[config.mk]
export PLATFORM = sky130hd
export DESIGN_NAME = sap_alu_unit
export DESIGN_NICKNAME = d
export VERILOG_FILES = /design/src/rtl/sap_alu_pkg.sv /design/src/rtl/sap_alu_decode.sv /design/src/rtl/sap_alu_core.sv /design/src/rtl/sap_alu_busdrv.sv /design/src/rtl/sap_alu_unit.sv
export SDC_FILE = /design/constraint.sdc
export NUM_CORES = 1
export LEC_CHECK = 0
export BUFFER_PORTS_ARGS = -buffer_cell sky130_fd_sc_hd__buf_4
export CAP_MARGIN = 20
export CORE_AREA = 2 2 94 60
export DETAILED_ROUTE_END_ITERATION = 10
export DIE_AREA = 0 0 96 62
export GPL_TIMING_DRIVEN = 0
export PLACE_DENSITY = 0.68
export SYNTH_ARGS = -nofsm -noshare
export SYNTH_HDL_FRONTEND = slang
export SYNTH_SLANG_ARGS = --single-unit
export TNS_END_PERCENT = 30
[constraint.sdc]
create_clock -name clk -period 3.47 [get_ports clk]
set_input_delay 0.5205 -clock clk [delete_from_list [all_inputs] [get_ports clk]]
set_output_delay 0.5205 -clock clk [all_outputs]
set_load 0.01 [all_outputs]
[src/rtl/sap_alu_pkg.sv]
package sap_alu_pkg;
  localparam int CODE_W = 4;

  typedef enum logic [CODE_W-1:0] {
    OP_IDLE   = 4'd0,
    OP_SET_FN = 4'd1,
    OP_LD_ACC = 4'd2,
    OP_RD_ACC = 4'd3,
    OP_LD_TMP = 4'd4,
    OP_EXEC   = 4'd5,
    OP_XFER   = 4'd6
  } bus_op_e;

  typedef enum logic [CODE_W-1:0] {
    FN_ADD  = 4'd0,
    FN_ADDC = 4'd1,
    FN_SUB  = 4'd2,
    FN_SUBC = 4'd3,
    FN_AND  = 4'd4,
    FN_OR   = 4'd5,
    FN_XOR  = 4'd6,
    FN_NOT  = 4'd7
  } alu_fn_e;

  typedef struct packed {
    logic set_fn;
    logic ld_acc;
    logic rd_acc;
    logic ld_tmp;
    logic exec;
    logic xfer;
  } alu_ctl_s;
endpackage

[src/rtl/sap_alu_decode.sv]
module sap_alu_decode
  import sap_alu_pkg::*;
(
  input  logic              op_stb,
  input  logic [CODE_W-1:0] op_code,
  output alu_ctl_s          ctl
);
  always_comb begin
    ctl = '0;
    if (op_stb) begin
      case (op_code)
        OP_SET_FN: ctl.set_fn = 1'b1;
        OP_LD_ACC: ctl.ld_acc = 1'b1;
        OP_RD_ACC: ctl.rd_acc = 1'b1;
        OP_LD_TMP: ctl.ld_tmp = 1'b1;
        OP_EXEC:   ctl.exec   = 1'b1;
        OP_XFER:   ctl.xfer   = 1'b1;
        default:   ctl = '0;
      endcase
    end
  end
endmodule

[src/rtl/sap_alu_core.sv]
module sap_alu_core
  import sap_alu_pkg::*;
#(
  parameter int W = 8
) (
  input  logic [CODE_W-1:0] fn,
  input  logic [W-1:0]      a,
  input  logic [W-1:0]      b,
  input  logic              cin,
  output logic [W-1:0]      res,
  output logic              cout,
  output logic              carry_wr
);
  logic          subtract;
  logic          c_eff;
  logic [W-1:0]  b_eff;
  logic [W:0]    sum;

  always_comb begin
    subtract = (fn == FN_SUB) || (fn == FN_SUBC);
    case (fn)
      FN_ADD:  c_eff = 1'b0;
      FN_SUB:  c_eff = 1'b1;
      default: c_eff = cin;
    endcase
    b_eff = subtract ? ~b : b;
    sum   = {1'b0, a} + {1'b0, b_eff} + {{W{1'b0}}, c_eff};
  end

  always_comb begin
    carry_wr = 1'b0;
    cout     = cin;
    case (fn)
      FN_ADD, FN_ADDC, FN_SUB, FN_SUBC: begin
        res      = sum[W-1:0];
        cout     = sum[W];
        carry_wr = 1'b1;
      end
      FN_AND:  res = a & b;
      FN_OR:   res = a | b;
      FN_XOR:  res = a ^ b;
      FN_NOT:  res = ~a;
      default: res = a;
    endcase
  end
endmodule

[src/rtl/sap_alu_busdrv.sv]
module sap_alu_busdrv #(
  parameter int W = 8
) (
  input  logic         sel_acc,
  input  logic         sel_res,
  input  logic [W-1:0] acc,
  input  logic [W-1:0] res,
  output logic [W-1:0] bus_out,
  output logic         bus_drive
);
  genvar i;
  generate
    for (i = 0; i < W; i++) begin : g_bit
      assign bus_out[i] = (sel_acc & acc[i]) | (sel_res & res[i]);
    end
  endgenerate
  assign bus_drive = sel_acc | sel_res;
endmodule

[src/rtl/sap_alu_unit.sv]
module sap_alu_unit
  import sap_alu_pkg::*;
#(
  parameter int W = 8
) (
  input  logic              clk,
  input  logic              rst_n,
  input  logic              op_stb,
  input  logic [CODE_W-1:0] op_code,
  input  logic [W-1:0]      bus_in,
  output logic [W-1:0]      bus_out,
  output logic              bus_drive,
  output logic              flag_zero,
  output logic              flag_carry
);
  localparam int FN_LO = W - CODE_W;

  alu_ctl_s          ctl;
  logic [W-1:0]      acc_q, tmp_q, res_q, res_d;
  logic [CODE_W-1:0] fn_q;
  logic              cout_d, carry_wr;

  sap_alu_decode u_dec (
    .op_stb  (op_stb),
    .op_code (op_code),
    .ctl     (ctl)
  );

  sap_alu_core #(.W(W)) u_core (
    .fn       (fn_q),
    .a        (acc_q),
    .b        (tmp_q),
    .cin      (flag_carry),
    .res      (res_d),
    .cout     (cout_d),
    .carry_wr (carry_wr)
  );

  sap_alu_busdrv #(.W(W)) u_drv (
    .sel_acc   (ctl.rd_acc),
    .sel_res   (ctl.xfer),
    .acc       (acc_q),
    .res       (res_q),
    .bus_out   (bus_out),
    .bus_drive (bus_drive)
  );

  always_ff @(posedge clk or negedge rst_n) begin
    if (!rst_n) begin
      acc_q      <= '0;
      tmp_q      <= '0;
      res_q      <= '0;
      fn_q       <= '0;
      flag_zero  <= 1'b0;
      flag_carry <= 1'b0;
    end else begin
      if (ctl.set_fn) fn_q  <= bus_in[W-1:FN_LO];
      if (ctl.ld_tmp) tmp_q <= bus_in;
      if (ctl.ld_acc) begin
        acc_q     <= bus_in;
        flag_zero <= (bus_in == '0);
      end
      if (ctl.xfer) begin
        acc_q     <= res_q;
        flag_zero <= (res_q == '0);
      end
      if (ctl.exec) begin
        res_q <= res_d;
        if (carry_wr) flag_carry <= cout_d;
      end
    end
  end
endmodule

Yosys cells after proc, flatten, opt, wreduce, memory -nomap -nowiden
Index checks and enable logic that the tools add are counted.
W data, S select, Z words.
Storage, ports and cells
  flip-flop bits (word level): 30
  output and inout port bits: 11
  bits of input ports: 15
Cells by class
  add/sub/neg operators: 2
  equal/unequal tests: 13
  reduce and logical (&&, ||, !) cells: 7
  multiplexer cells: 15
  bitwise gates (word level): 30
Operators with widths (number)
  $pmux W8 S5: 1
  $eq A4 B3 Y1 const B: 7
  $mux W8: 3
  $and A1 B1 Y1: 16
  $eq A4 B2 Y1 const B: 4
  $logic_not A8 Y1: 2
  $not A8 Y8: 2
  $add A8 B8 Y9: 1
  $add A9 B1 Y9: 1
  $mux W1: 9
  $or A1 B1 Y1: 9
  $and A8 B8 Y8: 1
  $eq A4 B1 Y1 const B: 2
  $or A8 B8 Y8: 1
  $xor A8 B8 Y8: 1
  $mux W6: 1
  $logic_not A4 Y1: 1
  $reduce_or A4 Y1: 1
  $reduce_and A3 Y1: 1
  $pmux W1 S2: 1
  $reduce_bool A2 Y1: 1
  $logic_or A1 B1 Y1: 1

Logic depth before layout (Yosys ltp)
  word-level depth: 6
  depth in mapped cells: 12
  mapped depth without buffers: 11

Modules after synthesis
From an unflattened synthesis, not the netlist that was laid out.
Second synthesis, totals
  cell total of the unflattened synthesis: 259
  area total of the unflattened synthesis: 2504.9 um^2
By module, submodules not included
  sap_alu_unit: instances 1, seq. area each 750.7 um^2, area an instance 1221.2 um^2, cells an instance 89
  sap_alu_core: instances 1, seq. area each 0.0 um^2, area an instance 1134.8 um^2, cells an instance 148
  sap_alu_busdrv: instances 1, seq. area each 0.0 um^2, area an instance 92.6 um^2, cells an instance 11
  sap_alu_decode: instances 1, seq. area each 0.0 um^2, area an instance 56.3 um^2, cells an instance 11

Worst setup path after synthesis
No wires, ideal clock.
  kind: register to register
  from: register fn_q[3]
  to: register res_q[7]
  path slack: 0.850 ns
  data arrival time: 2.524 ns
  cell stages (with the launch flop): 10
  setup time: 0.095 ns
  path through: dfrtp_1 > or2_2 > nor2_1 > mux2_2 > fa_1 > a211oi_2 > nor3_1 > a2111oi_2 > xor2_1 > o31ai_1
Between the ends
  cells in the longest elaborated chain, start to end: 6
  elaborated cells between the ends (all ways): 15
Ends and longest elaborated chain
  start, declared: RTL line sap_alu_unit.sv:20  | logic [CODE_W-1:0] fn_q;
  start signal, assigned: RTL line sap_alu_unit.sv:57  | if (ctl.set_fn) fn_q <= bus_in[W-1:FN_LO];
  $eq A4 B2 Y1 (on tied branches): RTL line sap_alu_core.sv:20, sap_alu_core.sv:21, sap_alu_core.sv:33
  $logic_or A1 B1 Y1: RTL line sap_alu_core.sv:20  | subtract = (fn == FN_SUB) || (fn == FN_SUBC);
  $mux W8: RTL line sap_alu_core.sv:26  | b_eff = subtract ? ~b : b;
  $add A8 B8 Y9: RTL line sap_alu_core.sv:27  | sum = {1'b0, a} + {1'b0, b_eff} + {{W{1'b0}}, c_eff};
  $add A9 B1 Y9: RTL line sap_alu_core.sv:27
  $pmux W8 S5 *: RTL line sap_alu_core.sv:33  | case (fn)
  end signal, assigned: RTL line sap_alu_unit.sv:68  | res_q <= res_d;
  end, declared: RTL line sap_alu_unit.sv:19  | logic [W-1:0] acc_q, tmp_q, res_q, res_d;
Every way passes the cells marked *; elsewhere a longest branch is shown, timed or not.
A chain may end at the register's enable or synchronous reset.

Worst setup path in the final report
Same ends and word-level chain as after synthesis.

==> key figures <==
Drt
  – Total iterations of the first detailed-routing run: 4
  – Via count: 2112
  – Via density: 5.724
  – Avg WL per Cell: 17.57 um
  – ANT nets after route: 0
  – WL final: 6484 um
  – 1st-iter DRT viols: 171
  – DRC Markers: 0

Clocking
  – Hold buffers post-CTS: 0
  – Root Buffer: clkbuf_8
  – Number of buffers created by CTS: 5
  – Sinks on the clock net: 30
  – Worst-path clk slew: 70 ps
  – Post_cts resized: 0
  – CTS Buffer Depth: 2
  – Postcts setup bufs: 0
  – CTS tree: done
  – Clock Latency Late Sink: between 200 and 300 ps
  – H-tree levels: 2

Synth
  – Synthesized area per cell: approximately 9.2 um2
  – Seq cells post-synth: 30
  – Cell count after synthesis: 267
  – Async SR Flop Fraction: 100.0%
  – Synthesized area: roughly 2500 um2
  – Synth Flop Type: dfrtp_1
  – Register area share after synthesis: 30.47%
  – Yosys cell types: 52
  – Warnings, synthesis: 0
  – Number of synthesized flops with an enable pin: 0
  – Post-synth net total: 307

Worst setup path
  – Slowest CP cell: dfrtp_1
  – Flop2flop setup slack: 420 ps
  – Startpoint Class: register
  – CP Cell Sequence: nor2_1 -> and2_1 -> buf_4 -> xnor2_1 -> fa_1 -> a211oi_2 -> nor3_1 -> a2111oi_2 -> xor2_1 -> o31ai_1
  – Max stage delay on crit path: 490 ps
  – Arrival @ worst endpoint: 3260 ps
  – Kind of critical path: reg -> reg
  – CP required: 3670 ps
  – Crit Path Max Fanout: 8
  – Worst reg2reg path depth: 10
  – Critical Path End Type: register

Power and ir drop
  – VDD IR max: 0.3462 mV
  – Pwr Density: 694.7 nW/um2
  – Leak pwr: 0.001320 uW

Placed design
  – RePlAce Congestion: 0.8963
  – Post-Place Cells: 361
  – Final HPWL DP: ~4900 um
  – Buffers on Ports: 25

Final layout
  – Number of diodes: 0
  – Area Overhead vs Synth: 14.83%
  – Share of layout cells above drive strength 1: 19.00%
  – Final nets: 339
  – Commonest non-fill, non-tap cells in the layout: dfrtp_1 (30), buf_4 (26), inv_1 (24)
  – Commonest non-fill, non-tap cell in the layout: dfrtp_1
  – Final instance count without filler cells: between 300 and 400

GRT
  – Initial antenna violation count: 0
  – Largest net degree at the start of global routing: 31
  – Total GRT Usage: 23.39%
  – Vias in the first global route: roughly 1900
  – First-pass GRT wire length: 10110 um
  – Gr ovfl total: 0

Timing
  – Final Max Tran Viols: 0
  – Final Setup Violations: 0
  – Fin. Hold Viols: 0
  – Measured slew at the worst slew-check pin: 704.2 ps
  – Final Cycle Share: 88.00%
  – Clk_skew: between 5 and 6 ps
  – Hold WS: about 150 ps
  – Total negative slack: 0 ps
  – F_max: 327.5 MHz
  – Minimum clock period: ~3100 ps
  – Slew HR: 53.05%
  – RSZ-0062 raised after global routing: false

Status
  – Status: finished, final reports clean

Worst hold path
  – Hold crit path type: in -> async

Floorplan
  – Die area: 5952 um2
  – Core Box Area: 5229 um2
  – Cell Rows: 21
  – I/O Pins: 26
  – Initial Utilization: 47.12%
  – Die height: 62 um
  – Chip Width: ~96 um

Flow run
  – Max_cap viols: 0
==> logic make-up (layout without fill, tap and decap cells) <==
family	after synthesis	in the layout	synth area share, %
multiplexers	22	22	12.04
flip-flops	30	30	30.47
adder cells (fa/ha/maj)	25	25	13.31
buffers and inverters	38	71	6.298
AND/OR/NAND/NOR	75	75	15.64
AO/OA/AOI/OAI	66	66	18.33
XOR/XNOR	11	11	3.911
==> per-stage QoR <==
step | worst slack (ps) | total power [uW] | util (%) | area (um2)
after floorplan | 850.2 | 1374 | - | 2464
after global placement | 493.6 | 1613 | 52.36 | 2738
after global routing | 131.9 | 2126 | 54.10 | 2829
final | 416.4 | 1965 | 54.10 | 2829
after detailed placement | 468.9 | 1646 | 52.36 | 2738
after CTS | 441.0 | 1954 | 54.10 | 2829
==> cell usage after synthesis (3+ instances only) <==
library cell   n  area, um2
nand2b_1       4      25.02
nor2b_1        6      37.54
dfrtp_1       30      750.7
clkbuf_1       3      11.26
xnor2_1       10      87.58
ha_1          23      287.8
mux4_2         3      67.56
o21ai_0       14      70.07
a22o_1        10      87.58
nand3_1        4      20.02
nor4_1         3      18.77
nor2_1        18      67.56
a21oi_1       19      95.09
or2_2          3      18.77
nor3_1         8      40.04
mux2_2         5      56.30
o22ai_1        3      18.77
nand2_1       17      63.81
mux2i_1       12      120.1
buf_2          7      35.03
inv_1         24      90.09
==> sequential cells by signal, summed over array words and instances, names as in the netlist <==
signal / count
acc_q: 8
res_q: 8
tmp_q: 8
fn_q: 4
flag_carry: 1
flag_zero: 1
==> critical path, delay by kind of cell, from the launching register on <==
family	cells	cell delay [ps]
adders and majority gates	1	440
xor gates and xnor gates	2	230
buffers and inverters	1	200
and+or+nand+nor	3	720
AOI/OAI and AO/OA	3	890
DFF	1	490
==> final timing paths <==
kind | start | to
worst max-delay path | fn_q[3]$_DFFE_PN0P_ | res_q[7]$_DFFE_PN0P_
worst min-delay path | rst_n | tmp_q[7]$_DFFE_PN0P_
worst max register to register | fn_q[3]$_DFFE_PN0P_ | res_q[7]$_DFFE_PN0P_
worst min register to register | flag_zero$_DFFE_PN0P_ | flag_zero$_DFFE_PN0P_
max in group asynchronous | rst_n | res_q[4]$_DFFE_PN0P_
min in group clk | bus_in[4] | tmp_q[4]$_DFFE_PN0P_
==> report_power, final <==
group	total [uW]	switching, uW	internal [uW]	leakage (uW)
clock	300	140	160	0.0000482
combinational	1050	561	492	0.000917
sequential	612	155	457	0.000354
==> routing by layer <==
layer  vias to the layer above  track usage [%]  wire length [um]
met1                      1026            37.27              3214
met5                         -                0                 0
met3                         6            4.343               577
li1                       1017                -                 -
met4                         0            4.898                80
met2                        63            32.64              2612
==> cell type report <==
class | instances | area, um2
Inverter | 25 | 93.84
Clock inverter | 1 | 5.005
Multi-Input combinational cell | 199 | 1558
Tap cell | 69 | 86.33
Clock buffer | 7 | 86.33
Buffer | 13 | 61.31
Timing Repair Buffer | 25 | 187.7
Fill cell | 463 | 2400
Sequential cell | 30 | 750.7
(Power assumes the default switching activity.)
